<file path="src/rtl/thr_irq_pkg.sv">
package thr_irq_pkg;

  localparam int FLAG_W       = 8;
  localparam int FB_PROT      = 6;
  localparam int FB_AMB_LO    = 5;
  localparam int FB_AMB_HI    = 4;
  localparam int FB_PRX_CLOSE = 1;
  localparam int FB_PRX_AWAY  = 0;

  localparam logic [FLAG_W-1:0] FLAG_USED =
    (FLAG_W'(1) << FB_PROT)   | (FLAG_W'(1) << FB_AMB_LO) |
    (FLAG_W'(1) << FB_AMB_HI) | (FLAG_W'(1) << FB_PRX_CLOSE) |
    (FLAG_W'(1) << FB_PRX_AWAY);

  // How a 2-bit persistence code turns into a hit count.
  typedef enum logic [0:0] {PERS_POW2, PERS_LINEAR} pers_map_e;

  function automatic logic [3:0] pers_need(pers_map_e m, logic [1:0] code);
    if (m == PERS_POW2) return 4'd1 << code;
    else                return {2'b00, code} + 4'd1;
  endfunction

endpackage

</file>
<file path="src/rtl/thr_window_cmp.sv">
module thr_window_cmp #(
  parameter int DATA_W = 16
) (
  input  logic [DATA_W-1:0] val,
  input  logic [DATA_W-1:0] thr_hi,
  input  logic [DATA_W-1:0] thr_lo,
  output logic              above,
  output logic              below
);
  always_comb begin
    above = (val > thr_hi);
    below = (val < thr_lo);
  end
endmodule

</file>
<file path="src/rtl/thr_persist.sv">
module thr_persist
  import thr_irq_pkg::*;
#(
  parameter int        CNT_W = 4,
  parameter pers_map_e MAP   = PERS_POW2
) (
  input  logic       clk,
  input  logic       rst_n,
  input  logic       smp_vld,
  input  logic       hit,
  input  logic [1:0] code,
  output logic       fire
);
  logic [CNT_W-1:0] cnt_q;
  logic [CNT_W-1:0] cnt_inc;
  logic [CNT_W-1:0] need;

  always_comb begin
    need    = CNT_W'(pers_need(MAP, code));
    cnt_inc = cnt_q + 1'b1;
    fire    = smp_vld && hit && (cnt_inc >= need);
  end

  always_ff @(posedge clk or negedge rst_n) begin
    if (!rst_n)                 cnt_q <= '0;
    else if (smp_vld) begin
      if (hit && !fire)         cnt_q <= cnt_inc;
      else                      cnt_q <= '0;
    end
  end

  // a fired event leaves the run count empty.
  a_r6_fire_restarts: assert property (@(posedge clk) disable iff (!rst_n)
    fire |=> (cnt_q == '0));

  // a non-qualifying result breaks the run.
  a_r3_gap_restarts: assert property (@(posedge clk) disable iff (!rst_n)
    (smp_vld && !hit) |=> (cnt_q == '0));

endmodule

</file>
<file path="src/rtl/thr_flag_bank.sv">
module thr_flag_bank
  import thr_irq_pkg::*;
(
  input  logic              clk,
  input  logic              rst_n,
  input  logic [FLAG_W-1:0] evt,
  input  logic              rd,
  output logic [FLAG_W-1:0] flags
);
  logic [FLAG_W-1:0] flags_q;
  logic [FLAG_W-1:0] kept;
  logic              pending;

  always_comb begin
    pending = |flags_q;
    kept    = rd ? '0 : flags_q;
  end

  always_ff @(posedge clk or negedge rst_n) begin
    if (!rst_n)       flags_q <= '0;
    else if (pending) flags_q <= kept;
    else              flags_q <= kept | (evt & FLAG_USED);
  end

  assign flags = flags_q;

  a_r8_read_clears: assert property (@(posedge clk) disable iff (!rst_n)
    (flags_q != '0 && rd) |=> (flags_q == '0));

  a_r9_lockout: assert property (@(posedge clk) disable iff (!rst_n)
    (flags_q != '0 && !rd) |=> (flags_q == $past(flags_q)));

  a_r12_unused_zero: assert property (@(posedge clk) disable iff (!rst_n)
    ((flags_q & ~FLAG_USED) == '0));

endmodule

</file>
<file path="src/rtl/dual_threshold_irq.sv">
module dual_threshold_irq
  import thr_irq_pkg::*;
#(
  parameter int DATA_W = 16,
  parameter int CNT_W  = 4
) (
  input  logic              clk,
  input  logic              rst_n,
  input  logic              amb_vld,
  input  logic [DATA_W-1:0] amb_val,
  input  logic              prx_vld,
  input  logic [DATA_W-1:0] prx_val,
  input  logic              amb_int_en,
  input  logic [1:0]        amb_pers,
  input  logic [DATA_W-1:0] amb_thr_hi,
  input  logic [DATA_W-1:0] amb_thr_lo,
  input  logic [1:0]        prx_pers,
  input  logic [1:0]        prx_sel,
  input  logic [DATA_W-1:0] prx_thr_hi,
  input  logic [DATA_W-1:0] prx_thr_lo,
  input  logic              logic_mode,
  input  logic              prot_evt,
  input  logic              flag_rd,
  output logic [7:0]        flags,
  output logic              int_n
);
  localparam int NCH = 2;
  localparam int CH_AMB = 0;
  localparam int CH_PRX = 1;

  logic [DATA_W-1:0] ch_val [NCH];
  logic [DATA_W-1:0] ch_hi  [NCH];
  logic [DATA_W-1:0] ch_lo  [NCH];
  logic [1:0]        ch_code[NCH];
  logic [NCH-1:0]    ch_vld, ch_above, ch_below, ch_hit, ch_fire;
  logic [FLAG_W-1:0] evt;
  logic [FLAG_W-1:0] flag_q;
  logic              logic_act;
  logic              near_q;

  always_comb begin
    ch_val[CH_AMB]  = amb_val;    ch_val[CH_PRX]  = prx_val;
    ch_hi[CH_AMB]   = amb_thr_hi; ch_hi[CH_PRX]   = prx_thr_hi;
    ch_lo[CH_AMB]   = amb_thr_lo; ch_lo[CH_PRX]   = prx_thr_lo;
    ch_code[CH_AMB] = amb_pers;   ch_code[CH_PRX] = prx_pers;
    ch_vld          = {prx_vld, amb_vld};
    ch_hit[CH_AMB]  = amb_int_en && (ch_above[CH_AMB] || ch_below[CH_AMB]);
    ch_hit[CH_PRX]  = (prx_sel[0] && ch_above[CH_PRX]) ||
                      (prx_sel[1] && ch_below[CH_PRX]);
  end

  for (genvar g = 0; g < NCH; g++) begin : g_ch
    localparam pers_map_e MAP = (g == CH_AMB) ? PERS_POW2 : PERS_LINEAR;

    thr_window_cmp #(.DATA_W(DATA_W)) u_cmp (
      .val(ch_val[g]), .thr_hi(ch_hi[g]), .thr_lo(ch_lo[g]),
      .above(ch_above[g]), .below(ch_below[g])
    );

    thr_persist #(.CNT_W(CNT_W), .MAP(MAP)) u_pers (
      .clk(clk), .rst_n(rst_n), .smp_vld(ch_vld[g]), .hit(ch_hit[g]),
      .code(ch_code[g]), .fire(ch_fire[g])
    );
  end

  always_comb begin
    evt               = '0;
    evt[FB_PROT]      = prot_evt;
    evt[FB_AMB_HI]    = ch_fire[CH_AMB] && ch_above[CH_AMB];
    evt[FB_AMB_LO]    = ch_fire[CH_AMB] && ch_below[CH_AMB];
    evt[FB_PRX_CLOSE] = ch_fire[CH_PRX] && prx_sel[0] && ch_above[CH_PRX];
    evt[FB_PRX_AWAY]  = ch_fire[CH_PRX] && prx_sel[1] && ch_below[CH_PRX];
  end

  thr_flag_bank u_flags (
    .clk(clk), .rst_n(rst_n), .evt(evt), .rd(flag_rd), .flags(flag_q)
  );

  assign logic_act = logic_mode && (prx_sel != 2'b00);

  // Near/far state with hysteresis, driven by raw proximity compares.
  always_ff @(posedge clk or negedge rst_n) begin
    if (!rst_n)                               near_q <= 1'b0;
    else if (!logic_act)                      near_q <= 1'b0;
    else if (prx_vld && ch_above[CH_PRX])     near_q <= 1'b1;
    else if (prx_vld && ch_below[CH_PRX])     near_q <= 1'b0;
  end

  assign flags = flag_q;
  assign int_n = logic_act ? !near_q : (flag_q == '0);

  logic past_ok;
  always_ff @(posedge clk or negedge rst_n) begin
    if (!rst_n) past_ok <= 1'b0;
    else        past_ok <= 1'b1;
  end

  // in pin mode only a proximity result may move the pin.
  a_r10_pin_holds: assert property (@(posedge clk) disable iff (!rst_n)
    (past_ok && logic_act && $past(logic_act) && !$past(prx_vld))
      |-> (int_n == $past(int_n)));

  // pending flags hold the pin low outside pin mode.
  a_r7_pending_low: assert property (@(posedge clk) disable iff (!rst_n)
    (!logic_act && $rose(|flag_q)) |-> !int_n);

endmodule

</file>
<file path="config.mk">
export PLATFORM = sky130hd
export DESIGN_NAME = dual_threshold_irq
export DESIGN_NICKNAME = d
export VERILOG_FILES = /design/src/rtl/thr_irq_pkg.sv /design/src/rtl/thr_window_cmp.sv /design/src/rtl/thr_persist.sv /design/src/rtl/thr_flag_bank.sv /design/src/rtl/dual_threshold_irq.sv
export SDC_FILE = /design/constraint.sdc
export NUM_CORES = 1
export LEC_CHECK = 0
export BUFFER_PORTS_ARGS = -buffer_cell sky130_fd_sc_hd__buf_2
export CAP_MARGIN = 25
export CORE_MARGIN = 8
export CORE_UTILIZATION = 50
export DETAILED_ROUTE_END_ITERATION = 8
export HOLD_SLACK_MARGIN = 0.03
export PLACE_DENSITY_LB_ADDON = 0.05
export SLEW_MARGIN = 20
export SYNTH_ARGS = -nofsm -noshare
export SYNTH_HDL_FRONTEND = slang
export SYNTH_HIERARCHICAL = 1
export SYNTH_SLANG_ARGS = --single-unit
</file>
<file path="constraint.sdc">
create_clock -name clk -period 3.6 [get_ports clk]
set_input_delay 0.72 -clock clk [delete_from_list [all_inputs] [get_ports clk]]
set_output_delay 0.72 -clock clk [all_outputs]
set_load 0.1 [all_outputs]
</file>
==> metrics.md, run 1 <==
| Metric | Value |
|---|---|
| Min cycle time layout | 2.65 ns |
| Drt drc | 0 |
| Placed cell areas | 3210 um2 |
| First-pass GRT wire length | 10,800 um |
| Setup_tns | 0 ns |
| Commonest non-fill, non-tap cell in the layout | buf_2 |
| Total design power | 810 uW |
| Design area | 3270 um2 |
| # Max-Cap Violations | 0 |
| Multi-input gate area | 1930 um2 |
| Most frequent cells in the layout | buf_2, inv_1, ha_1 |
| Switching share of power | 0.438 |
| Die Y | 87.6 um |
| Max stage delay on crit path | 0.29 ns |
| Worst-path cell chain | buf_2, ha_1, nor2b_2, o211ai_2, a2111oi_2, a211oi_1, a21oi_2, a22o_1, nand2_1, o21ba_2, and3_1, a32o_1 |
| Final Util | 0.652 |
| Layout cell share with drive strength beyond 1 | 0.321 |
| I/O Buffers | 115 |
| Drt wl/cell | 12.9 um |
| Io pins | 119 |
| Vias per std cell | 5.09 |
| Total grt overflow | 0 |
| # rows | 26 |
| Detailed Routing Iterations Pass 1 | 4 |
| Fin Hold WS | 0.359 ns |
| DIE AREA | 7670 um2 |
| Clock Sink Count | 14 |
| Final hold vios | 0 |
| Htree depth | 1 |
| Overall Global Routing Usage | 0.171 |
| Final setup viols | 0 |
| Synth Area per Inst | 8.13 um2 |
| P_leak | 0.00199 uW |
| Width of the die | 87.6 um |
| Drt total wl | 6480 um |
| Total number of vias | 2,565 |
| WS Path Type | primary input to flip-flop |
| P_sw | 355 uW |
| Layout area overhead | 27.6% |
| NumNets Final | 616 |
| Routability cong. | 0.890 |
| CTS Buf Count | 3 |
| Starting Density | 0.511 |
| Mapped Cells | 315 |
| Hold_buf cts | 0 |
| CP Data Required Time | 3.73 ns |
| CTS clk-pin slew, worst paths | 0.06 ns |
| Status | finished, final reports clean |
| Clk_lat worst skew | 0.24 ns |
| Clock skew | 0.00333 ns |
| CTS tree | done |
| RSZ-0062 raised after global routing | no |
| F_max | 0.377 GHz |
| Crit path capture type | flip-flop |
| Largest net degree at the start of global routing | 15 |
| Setup crit start kind | primary input |
| Initial antenna violation count | 1 |
| Final antenna-violating net count | 0 |
| Reg power frac | 0.252 |
| Max-slew violation count | 0 |
| Crit path max fanout | 3 |
| Pwr Density | 248 nW/um2 |
| Critical Path AT | 2.78 ns |
| Min-delay worst type | primary input to asynchronous set/reset pin |
| CP max stage cell | ha_1 |
| Int Pwr | 455 uW |
| # fillers | 492 |
| PostCTS Resize Cnt | 0 |
| Worst vdd ir | 208 uV |
| Core area | 5010 um2 |
| Clock buffer depth | 2 |
| Vias in the first global route | 2,697 |
| DPL Wire Length | 6090 um |
| Synthesis warning total | 6 |
| Setup bufs post-CTS | 0 |
| Clock network fraction of design power | 0.186 |
| CTS root buf | clkbuf_8 |
| Register area | 350 um2 |
| Logic pwr share | 0.562 |
| DRT iter0 DRCs | 40 |
| Period utilization | 0.737 |
| Synthesized area | 2560 um2 |
path summary, 6_finish.rpt:
check | startpoint | endpoint | slack [ns] | depth (start not counted)
max in group asynchronous | rst_n | g_ch[0].u_pers/cnt_q[3]$_DFFE_PN0P_ | 3.01 | 1
worst min register to register | g_ch[1].u_pers/cnt_q[3]$_DFFE_PN0P_ | g_ch[1].u_pers/cnt_q[0]$_DFFE_PN0P_ | 0.52 | 1
worst max register to register | g_ch[1].u_pers/cnt_q[0]$_DFFE_PN0P_ | u_flags/flags[1]$_DFF_PN0_ | 1.47 | 8
min in group clk | g_ch[1].u_pers/cnt_q[3]$_DFFE_PN0P_ | g_ch[1].u_pers/cnt_q[0]$_DFFE_PN0P_ | 0.52 | 1
worst max-delay path | prx_val[1] | u_flags/flags[1]$_DFF_PN0_ | 0.95 | 12
worst min-delay path | rst_n | g_ch[1].u_pers/cnt_q[0]$_DFFE_PN0P_ | 0.36 | 1
layer usage:
layer,vias up,routed length [um],track usage
li1,1345,-,-
met1,1146,2680,0.188
met2,66,3360,0.325
met3,8,344,0.0328
met4,0,95,0.0438
met5,-,0,0
power by group through the flow:
stage / logic (uW) / registers (uW) / clock network (uW)
final: 455 / 204 / 151
after global routing: 516 / 207 / 160
after CTS: 461 / 204 / 154
after detailed placement: 458 / 207 / 0
after global placement: 445 / 206 / 0
after floorplan: 259 / 263 / 0
sequential cells by signal, summed over array words and instances (netlist names):
| signal | cells |
|---|---|
| g_ch.u_pers/cnt_q | 8 |
| near_q | 1 |
| u_flags/flags | 5 |
worst max-delay path: cells and delay by family:
kind                       cells  cell delay (ns)
AOI/OAI and AO/OA              7             1.25
buffers and inverters          1             0.11
adders and majority gates      1             0.29
and+or+nand+nor                3             0.41
layout make-up:
class,count,share of cell area
Antenna cell,1,0.000766
Sequential cell,14,0.107
Timing Repair Buffer,115,0.176
Multi-Input combinational cell,228,0.589
Inverter,72,0.0827
Tap cell,70,0.0268
Clock buffer,4,0.0169
stage by stage:
step / worst slack, ns / instances
global route: 0.778 / 504
floorplan: 0.697 / 317
CTS: 0.934 / 503
detailed placement: 0.673 / 499
global placement: 0.734 / 499
finish: 0.946 / 504
Power figures use the tool's default switching activity.
==> inputs of run 2 (changes only) <==
--- a/config.mk
+++ b/config.mk
@@ -5,10 +5,11 @@
 export SDC_FILE = /design/constraint.sdc
 export NUM_CORES = 1
 export LEC_CHECK = 0
+export ABC_AREA = 1
 export BUFFER_PORTS_ARGS = -buffer_cell sky130_fd_sc_hd__buf_2
 export CAP_MARGIN = 25
 export CORE_MARGIN = 8
-export CORE_UTILIZATION = 50
+export CORE_UTILIZATION = 44
 export DETAILED_ROUTE_END_ITERATION = 8
 export HOLD_SLACK_MARGIN = 0.03
 export PLACE_DENSITY_LB_ADDON = 0.05
==> constraint.sdc (replaced) <==
create_clock -name clk -period 2.3 [get_ports clk]
set_input_delay 0.46 -clock clk [delete_from_list [all_inputs] [get_ports clk]]
set_output_delay 0.46 -clock clk [all_outputs]
set_load 0.1 [all_outputs]
==> metrics.md, run 2 <==
| Metric | Value |
|---|---|
| Total grt overflow | 0 |
| Most frequent cells in the layout | nand2_1, buf_2, inv_1 |
| Overall Global Routing Usage | 0.154 |
| Final antenna-violating net count | 0 |
| Final WS setup | 0.262 ns |
| Crit path capture type | flip-flop |
| Layout area overhead | 26.6% |
| CP max stage cell | ha_1 |
| Core area | 5960 um2 |
| Buf/Inv on CP | 3 |
| Crit path max fanout | 2 |
| Drt total wl | 6770 um |
| RSZ-0062 raised after global routing | no |
| First-pass GRT wire length | 11,600 um |
| Clock skew | 0.000945 ns |
| Cell family with the largest share of critical-path delay | simple AND/OR/NAND/NOR gates |
| P_leak | 0.00232 uW |
| Pwr Density | 376 nW/um2 |
| R2r setup slk | 0.43 ns |
| Final setup viols | 0 |
| Htree depth | 1 |
| NumNets Final | 723 |
| WS Path Type | primary input to flip-flop |
| Synthesis warning total | 6 |
| Setup crit start kind | primary input |
| # rows | 28 |
| Vias in the first global route | 2,899 |
| Critical Path AT | 2.23 ns |
| Final hold vios | 0 |
| # Max-Cap Violations | 0 |
| # diodes | 0 |
| Detailed Routing Iterations Pass 1 | 4 |
| Hold_buf cts | 0 |
| Io pins | 119 |
| Drt wl/cell | 11.0 um |
| Worst vdd ir | 315 uV |
| Total number of vias | 2,816 |
| Layout cell share with drive strength beyond 1 | 0.265 |
| CTS Buf Count | 3 |
| Period utilization | 0.886 |
| CTS root buf | clkbuf_8 |
| Largest net degree at the start of global routing | 15 |
| Mapped Cells | 421 |
| Clock Sink Count | 14 |
| Min cycle time layout | 2.04 ns |
| Initial antenna violation count | 0 |
| Worst Reg-to-Reg Cells | 10 |
| Starting Density | 0.455 |
| Max stage delay on crit path | 0.29 ns |
| # fillers | 626 |
| Synthesized area | 2710 um2 |
| Fin Hold WS | 0.103 ns |
| CP Data Required Time | 2.49 ns |
| Synth Area per Inst | 6.44 um2 |
| DPL Wire Length | 6240 um |
| I/O Buffers | 115 |
| Commonest non-fill, non-tap cell in the layout | nand2_1 |
| Setup bufs post-CTS | 0 |
| Critical Path Stages | 16 |
| DP Worst Slack | -0.0108 ns |
| DIE AREA | 8930 um2 |
| Min-delay worst type | primary input to asynchronous set/reset pin |
| Worst-path cell chain | buf_2, ha_1, nand2_1, nor2_2, nand2_1, nand2_1, nand2_1, a21oi_2, inv_1, o22ai_1, nand2_1, a21oi_1, inv_1, nor3_1, nand4_1, nand2_1 |
| Routability cong. | 0.803 |
| Max-slew violation count | 0 |
| Width of the die | 94.5 um |
| Status | finished, final reports clean |
| CTS clk-pin slew, worst paths | 0.06 ns |
| Drt drc | 0 |
| Vias per std cell | 4.58 |
| Register area | 350 um2 |
| Biggest register | g_ch.u_pers/cnt_q |
| CTS tree | done |
| F_max | 0.491 GHz |
| Multi-input gate area | 1940 um2 |
| Clock buffer depth | 2 |
| Most frequent CP cell | nand2_1 |
| Clk_lat worst skew | 0.25 ns |
| Max reg flops | 8 |
| DRT iter0 DRCs | 54 |
| Die Y | 94.5 um |
-- run 2: path summary, 6_finish.rpt --
kind	start	end
max reg2reg	g_ch[1].u_pers/cnt_q[0]$_DFFE_PN0P_	u_flags/flags[0]$_DFF_PN0_
min	rst_n	g_ch[1].u_pers/cnt_q[3]$_DFFE_PN0P_
max in group asynchronous	rst_n	near_q$_DFFE_PN0P_
max	prx_val[7]	u_flags/flags[0]$_DFF_PN0_
min reg2reg	g_ch[1].u_pers/cnt_q[3]$_DFFE_PN0P_	g_ch[1].u_pers/cnt_q[3]$_DFFE_PN0P_
min in group clk	prx_vld	g_ch[1].u_pers/cnt_q[3]$_DFFE_PN0P_
-- run 2: where the power goes --
group	switching (uW)	leakage [uW]	internal, uW
sequential	37.7	0.000191	277
clock	88.7	0.0000288	152
combinational	462	0.00210	272
total	589	0.00232	701
-- run 2: area by class of cell --
type	count	share of cell area
multi-input cells	297	0.566
repair buffers	116	0.170
inverters	109	0.119
flip-flops and latches	14	0.102
well taps	75	0.0273
clock buffers	4	0.0160
-- run 2: worst reg2reg max path, stage by stage, from the launching register on --
cell and delay [ns]:
dfrtp_1 0.42, ha_1 0.34, ha_1 0.29, nand2_1 0.05, nand2_1 0.05, nand2_1 0.10, a21oi_1 0.17, inv_1 0.08
nor3_1 0.13, nand4_1 0.11, nand2_1 0.07
-- run 2: timing repair --
action / in CTS / in global routing
resized for setup: 0 / 1
hold endpoints to repair: 0 / 0
endpoints found under the setup margin: 0 / 1
-- run 2: through the flow --
step / setup TNS, ns / total power [uW] / utilization / area, um2 / cells
floorplan: 0 / 832 / - / 2720 / 423
global placement: 0 / 1040 / 0.567 / 3370 / 611
detailed placement: -0.0108 / 1060 / 0.567 / 3370 / 611
CTS: 0 / 1310 / 0.576 / 3430 / 615
global route: 0 / 1430 / 0.577 / 3430 / 615
finish: 0 / 1290 / 0.577 / 3430 / 615
-- run 2: metal layers --
layer  part of all wire  GRT usage
met1               0.42      0.174
met2               0.48      0.286
met3              0.083     0.0373
met4             0.0078     0.0312
met5                  0          0
==> inputs of run 3 (changes only) <==
--- a/config.mk
+++ b/config.mk
@@ -9,7 +9,7 @@
 export BUFFER_PORTS_ARGS = -buffer_cell sky130_fd_sc_hd__buf_2
 export CAP_MARGIN = 25
 export CORE_MARGIN = 8
-export CORE_UTILIZATION = 44
+export CORE_UTILIZATION = 49
 export DETAILED_ROUTE_END_ITERATION = 8
 export HOLD_SLACK_MARGIN = 0.03
 export PLACE_DENSITY_LB_ADDON = 0.05
==> constraint.sdc (replaced) <==
create_clock -name clk -period 2.1 [get_ports clk]
set_input_delay 0.42 -clock clk [delete_from_list [all_inputs] [get_ports clk]]
set_output_delay 0.42 -clock clk [all_outputs]
set_load 0.1 [all_outputs]
==> metrics.md, run 3 (synthesis results as in run 2) <==
| Metric | Value |
|---|---|
| Drt total wl | 7140 um |
| Clk_lat worst skew | 0.24 ns |
| DP Worst Slack | -0.115 ns |
| # rows | 27 |
| Register area | 350 um2 |
| Die Y | 90.4 um |
| # Max-Cap Violations | 0 |
| Detailed Routing Iterations Pass 1 | 4 |
| Htree depth | 1 |
| Drt drc | 0 |
| Max reg flops | 8 |
| # fillers | 511 |
| WS Path Type | primary input to flip-flop |
| Clock Sink Count | 14 |
| Start point of the critical path | prx_val[5] |
| Initial antenna violation count | 0 |
| P_leak | 0.00236 uW |
| Drt wl/cell | 11.6 um |
| Pwr Density | 389 nW/um2 |
| Vias per std cell | 4.69 |
| Total design power | 1460 uW |
| Switching share of power | 0.463 |
| Reg2reg end | u_flags/flags[1]$_DFF_PN0_ |
| First-pass GRT wire length | 11,800 um |
| P_sw | 678 uW |
| CTS tree | done |
| Clock skew | 0.00159 ns |
| Final Util | 0.691 |
| Vias in the first global route | 2,923 |
| Routability cong. | 0.773 |
| DPL Wire Length | 6110 um |
| Fin Hold WS | 0.0636 ns |
| Min cycle time layout | 1.99 ns |
| Starting Density | 0.499 |
| Critical Path AT | 2.17 ns |
| I/O Buffers | 115 |
| Clock buffer depth | 2 |
| # diodes | 0 |
| Reg power frac | 0.235 |
| Max-slew violation count | 0 |
| CTS root buf | clkbuf_8 |
| Biggest register | g_ch.u_pers/cnt_q |
| Crit path max fanout | 2 |
| Commonest non-fill, non-tap cell in the layout | nand2_1 |
| Logic pwr share | 0.618 |
| Clock network fraction of design power | 0.146 |
| CTS Buf Count | 3 |
| Multi-input gate area | 2210 um2 |
| Total number of vias | 2,899 |
| Status | finished, final reports clean |
| DRT iter0 DRCs | 60 |
| Most frequent cells in the layout | nand2_1, buf_2, inv_1 |
| R2r setup slk | 0.21 ns |
| Io pins | 119 |
| Period utilization | 0.946 |
| CTS clk-pin slew, worst paths | 0.05 ns |
| NumNets Final | 730 |
| Setup crit start kind | primary input |
| Total grt overflow | 0 |
| Core area | 5440 um2 |
| Final setup viols | 0 |
| DIE AREA | 8170 um2 |
| Worst Reg-to-Reg Cells | 10 |
| Min-delay worst type | primary input to asynchronous set/reset pin |
| Crit path capture type | flip-flop |
| Layout area overhead | 38.5% |
| Layout cell share with drive strength beyond 1 | 0.350 |
| Final antenna-violating net count | 0 |
| Int Pwr | 785 uW |
| Final hold vios | 0 |
| CP Data Required Time | 2.28 ns |
| Largest net degree at the start of global routing | 15 |
| Reg-to-reg startpoint | g_ch[1].u_pers/cnt_q[0]$_DFFE_PN0P_ |
| Width of the die | 90.4 um |
| Overall Global Routing Usage | 0.161 |
| F_max | 0.503 GHz |
| Worst vdd ir | 346 uV |
| Final WS setup | 0.113 ns |
[run 3: timing repair]
item                                    in CTS  in global routing
endpoints found under the setup margin       0                  2
endpoints found under the hold margin        0                  0
hold buffers                                 0                  0
buffers inserted                             0                  3
resized for setup                            0                 52
[run 3: metal layers]
layer	track usage	vias to the layer above	share of wire
li1	-	1561	-
met2	0.304	78	0.51
met5	0	-	0
met4	0.0319	0	0.013
met1	0.183	1252	0.44
met3	0.0283	8	0.039
[run 3: worst max-delay path by stage]
stage,end,slack [ns],cells after the start
floorplan,int_n,0.14,5
global placement,u_flags/flags[1]$_DFF_PN0_,-0.07,17
detailed placement,u_flags/flags[1]$_DFF_PN0_,-0.11,16
CTS,u_flags/flags[1]$_DFF_PN0_,0.13,15
global route,u_flags/flags[1]$_DFF_PN0_,-0.02,17
finish,u_flags/flags[1]$_DFF_PN0_,0.11,16
[run 3: cell type report]
cell class                      instances  area share
Multi-Input combinational cell        297       0.587
Timing Repair Buffer                  123       0.175
Inverter                              109       0.109
Sequential cell                        14      0.0932
Tap cell                               72      0.0240
Clock buffer                            3      0.0110
[run 3: per-stage QoR]
step	TNS, ns	area (um2)	std cells
floorplan	0	2720	423
global placement	-0.138	3400	612
detailed placement	-0.220	3400	612
CTS	0	3440	615
global route	-0.0212	3760	618
finish	0	3760	618
[run 3: worst max-delay path, cell delays in order]
cell,delay (ns)
buf_4,0.13
ha_4,0.27
nand2_2,0.05
nor2_2,0.11
nand2_1,0.06
nand2_1,0.07
nand2_2,0.07
a21oi_4,0.16
inv_2,0.05
o22ai_2,0.15
nand2_1,0.09
a21oi_2,0.12
inv_2,0.06
nor3_2,0.15
nand4_1,0.11
nand2_1,0.08
[run 3: power by group through the flow]
stage / clock network, uW / logic [uW] / registers, uW
after CTS: 223 / 819 / 345
after detailed placement: 0 / 815 / 350
after global placement: 0 / 799 / 350
after global routing: 236 / 1030 / 351
after floorplan: 0 / 471 / 441
final: 214 / 905 / 345
